$ cat config.mk
export PLATFORM = sky130hd
export DESIGN_NAME = sc16_core
export DESIGN_NICKNAME = d
export VERILOG_FILES = /design/src/rtl/sc16_pkg.sv /design/src/rtl/sc16_decode.sv /design/src/rtl/sc16_regfile.sv /design/src/rtl/sc16_funit.sv /design/src/rtl/sc16_pcunit.sv /design/src/rtl/sc16_core.sv
export SDC_FILE = /design/constraint.sdc
export NUM_CORES = 2
export LEC_CHECK = 0
export CAP_MARGIN = 20
export CORE_MARGIN = 3
export CORE_UTILIZATION = 35
export CTS_CLUSTER_DIAMETER = 30
export CTS_CLUSTER_SIZE = 16
export DETAILED_ROUTE_END_ITERATION = 7
export MAX_ROUTING_LAYER = met4
export PLACE_DENSITY_LB_ADDON = 0.1
export SETUP_SLACK_MARGIN = 0.5
export SKIP_LAST_GASP = 1
export SLEW_MARGIN = 20
export SYNTH_ARGS = -nofsm -noshare
export SYNTH_HDL_FRONTEND = slang
export SYNTH_SLANG_ARGS = --single-unit
$ cat constraint.sdc
create_clock -name clk -period 27.1 [get_ports clk]
set_input_delay 6.775 -clock clk [delete_from_list [all_inputs] [get_ports clk]]
set_output_delay 6.775 -clock clk [all_outputs]
set_load 0.02 [all_outputs]
$ cat src/rtl/sc16_pkg.sv
package sc16_pkg;

  localparam int WORD_W = 16;
  localparam int REG_AW = 3;
  localparam int OFF_W  = 6;

  typedef enum logic [3:0] {
    FS_PASS_A = 4'b0000,
    FS_INC    = 4'b0001,
    FS_ADD    = 4'b0010,
    FS_ADDC   = 4'b0011,
    FS_ADDNB  = 4'b0100,
    FS_SUB    = 4'b0101,
    FS_DEC    = 4'b0110,
    FS_PASS_A2= 4'b0111,
    FS_AND    = 4'b1000,
    FS_OR     = 4'b1001,
    FS_XOR    = 4'b1010,
    FS_NOT    = 4'b1011,
    FS_PASS_B = 4'b1100,
    FS_SHR    = 4'b1101,
    FS_SHL    = 4'b1110,
    FS_ZERO   = 4'b1111
  } fsel_e;

  typedef struct packed {
    logic [REG_AW-1:0] dst;
    logic [REG_AW-1:0] srca;
    logic [REG_AW-1:0] srcb;
    logic              b_const;
    fsel_e             fsel;
    logic              d_mem;
    logic              reg_wr;
    logic              mem_wr;
    logic              pc_ld;
    logic              jump;
    logic              br_neg;
  } ctrl_t;

endpackage

$ cat src/rtl/sc16_decode.sv
module sc16_decode
  import sc16_pkg::*;
(
  input  logic [WORD_W-1:0] ir,
  output ctrl_t             ctl
);

  logic pc_ld;

  always_comb begin
    pc_ld        = ir[15] & ir[14];
    ctl.dst      = ir[8:6];
    ctl.srca     = ir[5:3];
    ctl.srcb     = ir[2:0];
    ctl.b_const  = ir[15];
    ctl.d_mem    = ir[13];
    ctl.reg_wr   = ~ir[14];
    ctl.mem_wr   = ~ir[15] & ir[14];
    ctl.pc_ld    = pc_ld;
    ctl.jump     = ir[13];
    ctl.br_neg   = ir[9];
    ctl.fsel     = fsel_e'({ir[12:10], ir[9] & ~pc_ld});
  end

endmodule

$ cat src/rtl/sc16_regfile.sv
module sc16_regfile #(
  parameter int W  = 16,
  parameter int AW = 3
) (
  input  logic          clk,
  input  logic          rst_n,
  input  logic          we,
  input  logic [AW-1:0] wa,
  input  logic [W-1:0]  wd,
  input  logic [AW-1:0] ra,
  input  logic [AW-1:0] rb,
  output logic [W-1:0]  qa,
  output logic [W-1:0]  qb
);

  localparam int NREG = 1 << AW;

  logic [W-1:0] regs [NREG];

  for (genvar g = 0; g < NREG; g++) begin : g_reg
    always_ff @(posedge clk or negedge rst_n) begin
      if (!rst_n) begin
        regs[g] <= '0;
      end else if (we && (wa == AW'(g))) begin
        regs[g] <= wd;
      end
    end
  end

  assign qa = regs[ra];
  assign qb = regs[rb];

endmodule

$ cat src/rtl/sc16_funit.sv
module sc16_funit
  import sc16_pkg::*;
#(
  parameter int W = 16
) (
  input  fsel_e        fsel,
  input  logic [W-1:0] a,
  input  logic [W-1:0] b,
  output logic [W-1:0] f
);

  always_comb begin
    unique case (fsel)
      FS_PASS_A:  f = a;
      FS_INC:     f = a + W'(1);
      FS_ADD:     f = a + b;
      FS_ADDC:    f = a + b + W'(1);
      FS_ADDNB:   f = a + ~b;
      FS_SUB:     f = a + ~b + W'(1);
      FS_DEC:     f = a - W'(1);
      FS_PASS_A2: f = a;
      FS_AND:     f = a & b;
      FS_OR:      f = a | b;
      FS_XOR:     f = a ^ b;
      FS_NOT:     f = ~a;
      FS_PASS_B:  f = b;
      FS_SHR:     f = {1'b0, b[W-1:1]};
      FS_SHL:     f = {b[W-2:0], 1'b0};
      FS_ZERO:    f = '0;
      default:    f = '0;
    endcase
  end

endmodule

$ cat src/rtl/sc16_pcunit.sv
module sc16_pcunit #(
  parameter int W     = 16,
  parameter int OFF_W = 6
) (
  input  logic             clk,
  input  logic             rst_n,
  input  logic             pc_ld,
  input  logic             jump,
  input  logic             br_neg,
  input  logic             flag_n,
  input  logic             flag_z,
  input  logic [OFF_W-1:0] off,
  input  logic [W-1:0]     jaddr,
  output logic [W-1:0]     pc
);

  logic         take;
  logic [W-1:0] off_ext;
  logic [W-1:0] pc_nxt;

  always_comb begin
    take    = br_neg ? flag_n : flag_z;
    off_ext = {{(W-OFF_W){off[OFF_W-1]}}, off};
    if (!pc_ld)    pc_nxt = pc + W'(1);
    else if (jump) pc_nxt = jaddr;
    else if (take) pc_nxt = pc + off_ext;
    else           pc_nxt = pc + W'(1);
  end

  always_ff @(posedge clk or negedge rst_n) begin
    if (!rst_n) pc <= '0;
    else        pc <= pc_nxt;
  end

endmodule

$ cat src/rtl/sc16_core.sv
module sc16_core
  import sc16_pkg::*;
#(
  parameter int MEM_AW = 6
) (
  input  logic                  clk,
  input  logic                  rst_n,
  input  logic                  load_en,
  input  logic                  load_dmem,
  input  logic [MEM_AW-1:0]     load_addr,
  input  logic [WORD_W-1:0]     load_data,
  output logic [WORD_W-1:0]     pc_o,
  output logic [WORD_W-1:0]     instr_o,
  output logic                  rf_we_o,
  output logic [REG_AW-1:0]     rf_wa_o,
  output logic [WORD_W-1:0]     rf_wd_o,
  output logic                  dm_we_o,
  output logic [WORD_W-1:0]     dm_addr_o,
  output logic [WORD_W-1:0]     dm_wd_o
);

  localparam int DEPTH = 1 << MEM_AW;
  localparam int CW    = WORD_W - REG_AW;

  logic [WORD_W-1:0] imem [DEPTH];
  logic [WORD_W-1:0] dmem [DEPTH];

  logic [WORD_W-1:0] pc_q;
  logic [WORD_W-1:0] instr;
  ctrl_t             ctl;
  logic [WORD_W-1:0] bus_a;
  logic [WORD_W-1:0] reg_b;
  logic [WORD_W-1:0] bus_b;
  logic [WORD_W-1:0] const_zf;
  logic [WORD_W-1:0] fu_out;
  logic [WORD_W-1:0] mem_rd;
  logic [WORD_W-1:0] bus_d;
  logic              wr_reg;
  logic              wr_mem;

  assign instr = imem[pc_q[MEM_AW-1:0]];

  sc16_decode u_dec (
    .ir  (instr),
    .ctl (ctl)
  );

  assign wr_reg = ctl.reg_wr & rst_n;
  assign wr_mem = ctl.mem_wr & rst_n;

  sc16_regfile #(.W(WORD_W), .AW(REG_AW)) u_rf (
    .clk   (clk),
    .rst_n (rst_n),
    .we    (wr_reg),
    .wa    (ctl.dst),
    .wd    (bus_d),
    .ra    (ctl.srca),
    .rb    (ctl.srcb),
    .qa    (bus_a),
    .qb    (reg_b)
  );

  assign const_zf = {{CW{1'b0}}, instr[REG_AW-1:0]};
  assign bus_b    = ctl.b_const ? const_zf : reg_b;

  sc16_funit #(.W(WORD_W)) u_fu (
    .fsel (ctl.fsel),
    .a    (bus_a),
    .b    (bus_b),
    .f    (fu_out)
  );

  assign mem_rd = dmem[bus_a[MEM_AW-1:0]];
  assign bus_d  = ctl.d_mem ? mem_rd : fu_out;

  sc16_pcunit #(.W(WORD_W), .OFF_W(OFF_W)) u_pc (
    .clk    (clk),
    .rst_n  (rst_n),
    .pc_ld  (ctl.pc_ld),
    .jump   (ctl.jump),
    .br_neg (ctl.br_neg),
    .flag_n (bus_a[WORD_W-1]),
    .flag_z (bus_a == '0),
    .off    ({instr[8:6], instr[2:0]}),
    .jaddr  (bus_a),
    .pc     (pc_q)
  );

  always_ff @(posedge clk) begin
    if (load_en && !load_dmem) imem[load_addr] <= load_data;
  end

  always_ff @(posedge clk) begin
    if (load_en && load_dmem)  dmem[load_addr] <= load_data;
    else if (wr_mem)           dmem[bus_a[MEM_AW-1:0]] <= bus_b;
  end

  assign pc_o      = pc_q;
  assign instr_o   = instr;
  assign rf_we_o   = wr_reg;
  assign rf_wa_o   = ctl.dst;
  assign rf_wd_o   = bus_d;
  assign dm_we_o   = wr_mem;
  assign dm_addr_o = bus_a;
  assign dm_wd_o   = bus_b;

endmodule

==> flow_summary.yaml <==
worst_setup_path:
  cpMaxStageDelayCell: "dfrtp_4"
  path_class: "reg -> out"
  slowest_delay_ns: 0.89
  worst_path_most_repeated_cell: "buf_4"
  cp-start-kind: "register"
  r2r_slack_ns: 15.89
  required_ns: 20.32
  cp.arrival_ns: 12.58
  cp_max_fo: 77
  cp-end-kind: "output port"
floorplanning:
  die_x_um: 527
  core_mm2: 0.269
  die_area_mm2: 0.278
  die_h_um: 527
  io_pins: 111
  start_util_pct: 35.3
  num_rows: 190
synth:
  yosysSeqAreaShare_pct: 68.5
  synth_nets: 6722
  syn_avg_cell_area_um2: 14.3
  async_reset_ff_share_pct: 6.57
  synth_ff_type: "edfxtp_1"
  ys_ff_latch: 2192
  synth_cell_types: 112
  synth_cells: 6626
  yosysWarnings: 0
  synth-edff-count: 2048
  syn-cell-area_mm2: 0.0950
drt:
  drt-initial-drc-count: 5967
  post-route-drc-count: 0
  ant_nets: 0
  wire_per_inst_um: 30.2
  vias: 61536
  drt_first_pass_iters: 6
  viasPerCell: 5.57
  routed_wirelength_mm: 333
sta:
  skew_ns: 0.0933
  hold_viol: 0
  slew_viol_final: 0
  fmax_mhz: 51.7
  tightest_slew_ns: 1.15
  slew_headroom_pct: 23.6
  finalSetupTns_ns: 0
  post-route-min-period_ns: 19.35
  rsz0062_at_grt: "no"
  setup_violations: 0
  timing.final.crit_share_pct: 71.4
final_layout:
  fin_nets: 7155
  drive_above_1_share_pct: 20.4
  layout_commonest_cell: "edfxtp_1"
  n_fill_cell: 24235
  final_cell_mix: "edfxtp_1, nand2_1, clkbuf_16, buf_4, and3_1"
  area_growth_pct: 23.7
clock_tree:
  tritoncts: "built"
  cts_buffers: 479
  cts-resized-gates: 0
  cts.path.max_buffers: 4
  cts_max_level: 5
  hold_buffers: 0
  cts_root_buf: "clkbuf_16"
  path_clk_slew_ns: 0.04
  clock_latency_ns: 0.97
  cts_sinks: 2192
  postCtsSetupBuffers: 0
global_routing:
  antenna_found_initial: 15
  grt_pass1_vias: 61119
  grt-ovfl-total: 0
  track_usage_pct: 24.2
  grt_start_max_net_pins: 107
  grt_pass1_wl_mm: 472
place:
  dp_hpwl_mm: 201
  portBuffers: 110
  gp_congestion: 0.897
min_path:
  min_path_type: "reg -> reg"
job:
  maxCapViolations: 0
status:
  status: "complete, no violations"
-- cell families after synthesis --
logic type,after synthesis,share of synthesized area [%]
XOR/XNOR,70,0.645
multiplexers,592,9.66
buffers and inverters,549,2.56
AND/OR/NAND/NOR,2208,10.3
adder cells (fa/ha/maj),71,0.948
AO/OA/AOI/OAI,944,7.41
flip-flops,2192,68.5
-- per-layer routing --
metal | vias to the layer above | global-route usage [%] | routed length, µm
li1 | 26624 | - | -
met1 | 32179 | 33.7 | 150000
met2 | 2249 | 37.1 | 155000
met3 | 484 | 3.50 | 19800
met4 | 0 | 6.56 | 8770
met5 | - | - | 0
-- cell type report --
| type | count | area, µm² | area share, % |
|---|---|---|---|
| Timing Repair Buffer | 381 | 3190 | 2.71 |
| Antenna cell | 13 | 32.5 | 0.0277 |
| Sequential cell | 2192 | 65100 | 55.4 |
| Multi-Input combinational cell | 3885 | 28100 | 23.9 |
| Clock buffer | 584 | 12600 | 10.7 |
| Tap cell | 3552 | 4440 | 3.78 |
| Clock inverter | 313 | 3650 | 3.11 |
| Inverter | 120 | 473 | 0.402 |
-- state kept, by name, indices dropped and copies added (netlist names) --
register and flops:
u_pc.pc 16, u_rf.regs 128, dmem 1024, imem 1024
-- cells in the mapped netlist, types with 11 or more instances --
cell	instances	area share (%)
nor2_1	300	1.2
o22ai_1	20	0.13
o2111ai_1	22	0.20
a211oi_1	27	0.21
ha_1	68	0.90
xnor2_1	58	0.53
mux4_2	231	5.5
nand4_1	34	0.22
buf_4	20	0.16
a311oi_1	212	2.0
o311ai_0	18	0.17
a31oi_1	40	0.26
buf_1	77	0.30
nand2_1	1240	4.9
nor2b_1	26	0.17
o211ai_1	33	0.26
buf_6	11	0.13
nand3_1	114	0.60
o21ai_1	15	0.079
o21bai_1	14	0.11
nand2b_1	20	0.13
nor3_1	137	0.72
a21oi_1	143	0.75
buf_2	65	0.34
inv_1	103	0.41
and3_1	243	1.6
nor4_1	12	0.079
inv_2	11	0.043
edfxtp_1	2048	65
clkbuf_1	248	0.98
mux4_1	11	0.30
o221ai_1	14	0.13
o21ai_0	119	0.63
xor2_1	12	0.11
a21o_1	16	0.13
dfrtp_1	144	3.8
a221oi_1	25	0.23
or3_1	15	0.099
a22oi_1	81	0.64
mux2i_1	215	2.3
and2_1	14	0.092
mux2_2	131	1.6
-- critical path, delay by kind of cell (launching register included) --
kind            cells  cell delay, ns
flops               1            0.89
simple gates        8            1.48
mux                 1            0.58
compound gates      7            2.70
buf+inv             9            5.46
-- through the flow --
stage / hold WS [ns] / util, % / cells / instance area, µm² / worst slack (ns)
after floorplan: 0.481 / - / 6626 / 95000 / 12.00
after global placement: 0.498 / 37.6 / 10129 / 101000 / 8.24
after detailed placement: 0.514 / 37.6 / 10130 / 101000 / 8.62
after CTS: 0.524 / 43.7 / 11027 / 117000 / 7.55
after global routing: 0.543 / 43.7 / 11033 / 118000 / 7.04
final: 0.526 / 43.7 / 11040 / 118000 / 7.75
-- final timing paths --
kind | start | to | cells past startpoint
max reg2reg | u_pc.pc[0]$_DFF_PN0_ | u_rf.regs[31]$_DFFE_PN0P_ | 29
min reg2reg | u_rf.regs[56]$_DFFE_PN0P_ | u_rf.regs[56]$_DFFE_PN0P_ | 1
min in group asynchronous | rst_n | u_rf.regs[44]$_DFFE_PN0P_ | 1
min | u_rf.regs[56]$_DFFE_PN0P_ | u_rf.regs[56]$_DFFE_PN0P_ | 1
max in group asynchronous | rst_n | u_pc.pc[1]$_DFF_PN0_ | 2
max | u_pc.pc[0]$_DFF_PN0_ | rf_wd_o[9] | 25
Power is left out: the tool's default activity adds up to more than one toggle a clock period on the data nets, which glitch-free logic cannot reach.
